===== config.mk =====
export PLATFORM = sky130hd
export DESIGN_NAME = dram_addr_ctrl
export DESIGN_NICKNAME = d
export VERILOG_FILES = /design/src/rtl/dram_addr_ctrl.sv
export SDC_FILE = /design/constraint.sdc
export NUM_CORES = 1
export LEC_CHECK = 0
export BUFFER_PORTS_ARGS = -buffer_cell sky130_fd_sc_hd__buf_4
export CORE_MARGIN = 2
export CORE_UTILIZATION = 49
export CTS_CLUSTER_DIAMETER = 150
export DETAILED_ROUTE_END_ITERATION = 8
export HOLD_SLACK_MARGIN = 0.06
export PLACE_DENSITY_LB_ADDON = 0.1
export SLEW_MARGIN = 20
export SYNTH_ARGS = -nofsm -noshare
export SYNTH_HDL_FRONTEND = slang
export SYNTH_SLANG_ARGS = --single-unit
export TNS_END_PERCENT = 10

===== constraint.sdc =====
create_clock -name clk -period 2 [get_ports clk]
set_input_delay 0.1 -clock clk [delete_from_list [all_inputs] [get_ports clk]]
set_output_delay 0.1 -clock clk [all_outputs]
set_load 0.005 [all_outputs]

===== src/rtl/dram_addr_ctrl.sv =====
module dram_addr_ctrl #(
  parameter int AW    = 5,
  parameter int DW    = 8,
  parameter int T_ROW = 2,
  parameter int T_RCD = 2,
  parameter int T_COL = 1,
  parameter int T_CAS = 2,
  parameter int T_PRE = 2
) (
  input  logic          clk,
  input  logic          rst_n,
  input  logic          req_valid,
  input  logic          req_write,
  input  logic [2*AW-1:0] req_addr,
  input  logic [DW-1:0] req_wdata,
  output logic          busy,
  output logic          done,
  output logic [DW-1:0] rd_data,
  output logic [AW-1:0] mem_addr,
  output logic          mem_ras_n,
  output logic          mem_cas_n,
  output logic          mem_we_n,
  output logic [DW-1:0] mem_wdata,
  input  logic [DW-1:0] mem_rdata
);
  localparam int CW = $clog2(T_ROW + T_RCD + T_COL + T_CAS + T_PRE + 1);

  typedef enum logic [2:0] {
    S_IDLE, S_ROW, S_RAS, S_COL, S_CAS, S_WB, S_PRE
  } state_t;

  state_t        state;
  logic [CW-1:0] cnt;
  logic          op_wr;
  logic [AW-1:0] row_q, col_q;
  logic [DW-1:0] wdata_q;
  logic          last;
  logic          col_phase;

  assign last      = (cnt == '0);
  assign col_phase = (state == S_COL) || (state == S_CAS) || (state == S_WB);

  assign busy      = (state != S_IDLE);
  assign mem_ras_n = !((state == S_RAS) || (state == S_COL) || (state == S_CAS));
  assign mem_cas_n = !((state == S_CAS) || (state == S_WB));
  assign mem_we_n  = !(op_wr && col_phase);
  assign mem_addr  = col_phase ? col_q : row_q;
  assign mem_wdata = wdata_q;

  always_ff @(posedge clk or negedge rst_n) begin
    if (!rst_n) begin
      state   <= S_IDLE;
      cnt     <= '0;
      op_wr   <= 1'b0;
      row_q   <= '0;
      col_q   <= '0;
      wdata_q <= '0;
      rd_data <= '0;
      done    <= 1'b0;
    end else begin
      done <= 1'b0;
      case (state)
        S_IDLE: if (req_valid) begin
          op_wr   <= req_write;
          row_q   <= req_addr[2*AW-1:AW];
          col_q   <= req_addr[AW-1:0];
          wdata_q <= req_wdata;
          cnt     <= CW'(T_ROW - 1);
          state   <= S_ROW;
        end
        S_ROW: if (last) begin
          cnt   <= CW'(T_RCD - 1);
          state <= S_RAS;
        end else cnt <= cnt - 1'b1;
        S_RAS: if (last) begin
          cnt   <= CW'(T_COL - 1);
          state <= S_COL;
        end else cnt <= cnt - 1'b1;
        S_COL: if (last) begin
          cnt   <= CW'(T_CAS - 1);
          state <= S_CAS;
        end else cnt <= cnt - 1'b1;
        S_CAS: if (last) begin
          if (!op_wr) rd_data <= mem_rdata;
          cnt   <= CW'(T_PRE - 1);
          state <= op_wr ? S_WB : S_PRE;
        end else cnt <= cnt - 1'b1;
        S_WB: state <= S_PRE;
        S_PRE: if (last) begin
          done  <= 1'b1;
          state <= S_IDLE;
        end else cnt <= cnt - 1'b1;
        default: state <= S_IDLE;
      endcase
    end
  end
endmodule



==> reports/metrics.cfg <==
[floorplan]
coreArea_sq_um = 3284
die_height_um = 62.12
dieArea_sq_um = 3859
start_util = 0.5040
rows = 21
die_x_um = 62.12
num_io_pins = 56

[grt]
grt-ovfl-total = 0
gr-usage-all-layers = 0.2056
grt_max_degree = 36
grt_pass1_wl_um = 6279
grt_pass1_vias = 1424
antenna_found_initial = 0

[pwr]
p_total_mw = 3.366
p_leak_nw = 1.100
p_per_area_nw_per_um2 = 1371
peakVddDrop_mv = 0.8191

[placed_design]
portBuffers = 55
post-place-ws_ns = 0.1658
place_area_sq_um = 2125
place.gp.congestion = 0.8050
dp_hpwl_um = 2432

[routing]
drt-vias-per-instance = 5.149
drc = 0
vias = 1349
wire_per_inst_um = 13.80
drt_iter0_markers = 31
drtAntennaViolNets = 0
routed_wl_um = 3615
firstDrtPassIters = 4

[clock_tree]
cts_tree = built
cts_buffers = 5
cts_sinks = 35
worstSkewPairLatency_ns = 0.33
clk_path_buf_depth = 2
clock-root-buffer = clkbuf_4
cts-htree-levels = 2
post_cts.repair.setup_buffers = 0
path_clk_slew_ns = 0.11

[setup_path]
reg2reg_from = cnt[0]
r2r_end = cnt[3]
critPathMaxFanout = 10
critPathRequiredTime_ns = 1.90
reg2reg_depth = 6
ff2ff_setup_slack_ns = 0.14
crit_arrival_ns = 1.79
worst_setup_path_start_kind = flip-flop
path_class = flip-flop to output pin
end_kind = output pin

[logic_synthesis]
ys_ff_latch = 35
syn_area_sq_um = 1655
synth_edf_count = 0
synthCells = 130
syn_area_per_cell_sq_um = 12.73
yosysUniqueCellTypes = 35
yosysTopAreaCell = dfrtp_1
syn-num-nets = 162
synth_top_area_frac = 0.5291
yosysSeqAreaShare = 0.5291
synth_ff_type = dfrtp_1
synth.area.top_cells = dfrtp_1, mux2_2, nand2_1, ha_1, nor3_1
yosys_warnings = 0
synthArstFlopShare = 1.000

[sta]
fmax_mhz = 527.8
rsz0062_at_grt = false
worst_slew_margin_rel = 0.7062
worstMarginPinSlew_ns = 0.4407
final-hold-violation-count = 0
min_period_over_period = 0.9474
setup_tns_ns = 0
setup_viol = 0
period_needed_ns = 1.895
slew_violations = 0
postLayoutSetupSlackWorst_ns = 0.1053
clock_skew_ns = 0.01114

[cells_and_area]
syn2layout_area_growth_pct = 48.38
layout-drive-gt1-share = 0.5000
utilization = 0.7478
num-fill-cells = 231
final_area_sq_um = 2456
final_nets = 249
multiInputGateArea_sq_um = 725.7
diodes = 0
seq_area_sq_um = 877.1

[worst_hold_path]
hold_class = primary input to asynchronous set/reset pin

[job]
drv_cap = 0

[run_status]
status = finished, final reports clean

-- cells in the final DEF, fill, tap and decap left out, types with 2 or more instances in the layout --
cell type      count
dlygate4sd3_1     28
nand2_1            9
nor2_1             2
o311ai_1           2
buf_4             58
inv_1              4
clkbuf_4           5
nor3_1             5
mux2_2            32
a211oi_1           2
dfrtp_1           34
nand2_2            3
o21ai_0            5
ha_1               2
o21a_1             2
-- how the worst max path moves through the flow --
stage               startpoint     endpoint  slack, ns  cells after the start
CTS                   state[2]  mem_addr[3]       0.01                      5
finish                state[2]  mem_addr[3]       0.11                      5
global route          state[2]  mem_addr[2]      0.008                      5
global placement        cnt[0]       cnt[3]       0.23                      6
floorplan               cnt[0]       cnt[3]       0.29                      6
detailed placement      cnt[0]       cnt[3]       0.17                      6
-- registers in the layout, indices dropped and copies added, names as in the netlist --
register   cells
done           1
col_q          5
op_wr          1
row_q          5
mem_wdata      8
state          3
rd_data        8
cnt            4
-- cell type report --
type                       instances  share of cell area
multi-input combinational         84              0.2955
clock inverter                     1            0.003057
sequential                        35              0.3571
tap                               46             0.02343
clock buffer                       5             0.01528
inverter                           4            0.006113
timing repair buffer              87              0.2995
-- layer usage --
layer  track usage  wire (um)  vias to the layer above
met2        0.3886       2056                       34
met5             0          0                        -
met3       0.05254        165                        7
li1              -          -                      642
met4       0.07222         51                        0
met1        0.2207       1343                      666
-- critical path, stage by stage, from the launching register on --
cell and delay (ns):
dfrtp_1 0.50, nor2b_2 0.20, nand2_1 0.09, nand2_2 0.17, mux2_2 0.36, buf_4 0.14
-- cell usage after synthesis, types with 2 or more instances --
| cell | n |
|---|---|
| a211oi_1 | 2 |
| ha_1 | 2 |
| nor2b_1 | 2 |
| o21ai_0 | 5 |
| buf_6 | 2 |
| o311ai_1 | 2 |
| mux2_2 | 32 |
| dfrtp_1 | 35 |
| o21a_1 | 2 |
| nand2_2 | 2 |
| nor2_1 | 2 |
| nand2_1 | 10 |
| inv_1 | 4 |
| buf_2 | 3 |
| nor3_1 | 5 |
-- power by group --
| part | internal (mW) | switching (mW) | leakage, nW |
|---|---|---|---|
| sequential | 1.04 | 0.262 | 0.418 |
| combinational | 1.03 | 0.683 | 0.659 |
| clock | 0.124 | 0.223 | 0.0232 |
-- metrics by stage --
stage	hold slack [ns]	cells
finish	0.2447	262
global route	0.2786	262
CTS	0.2554	262
detailed placement	0.07491	228
global placement	0.07235	228
floorplan	-0.1956	130
-- repair_timing --
item	CTS	global route
cloned	0	0
endpoints found under the setup margin	5	5
resized for setup	1	2
pin swaps	0	0
hold endpoints to repair	62	0
hold buffers	28	0
-- cells by family after synthesis --
| family | Yosys count | share of synthesized area |
|---|---|---|
| buffers and inverters | 11 | 0.03854 |
| AND/OR/NAND/NOR | 30 | 0.1066 |
| multiplexers | 32 | 0.2177 |
| AO/OA/AOI/OAI | 19 | 0.08692 |
| adder cells (fa/ha/maj) | 3 | 0.02116 |
| flip-flops | 35 | 0.5291 |
No activity file was read; power rests on OpenSTA's default activity.
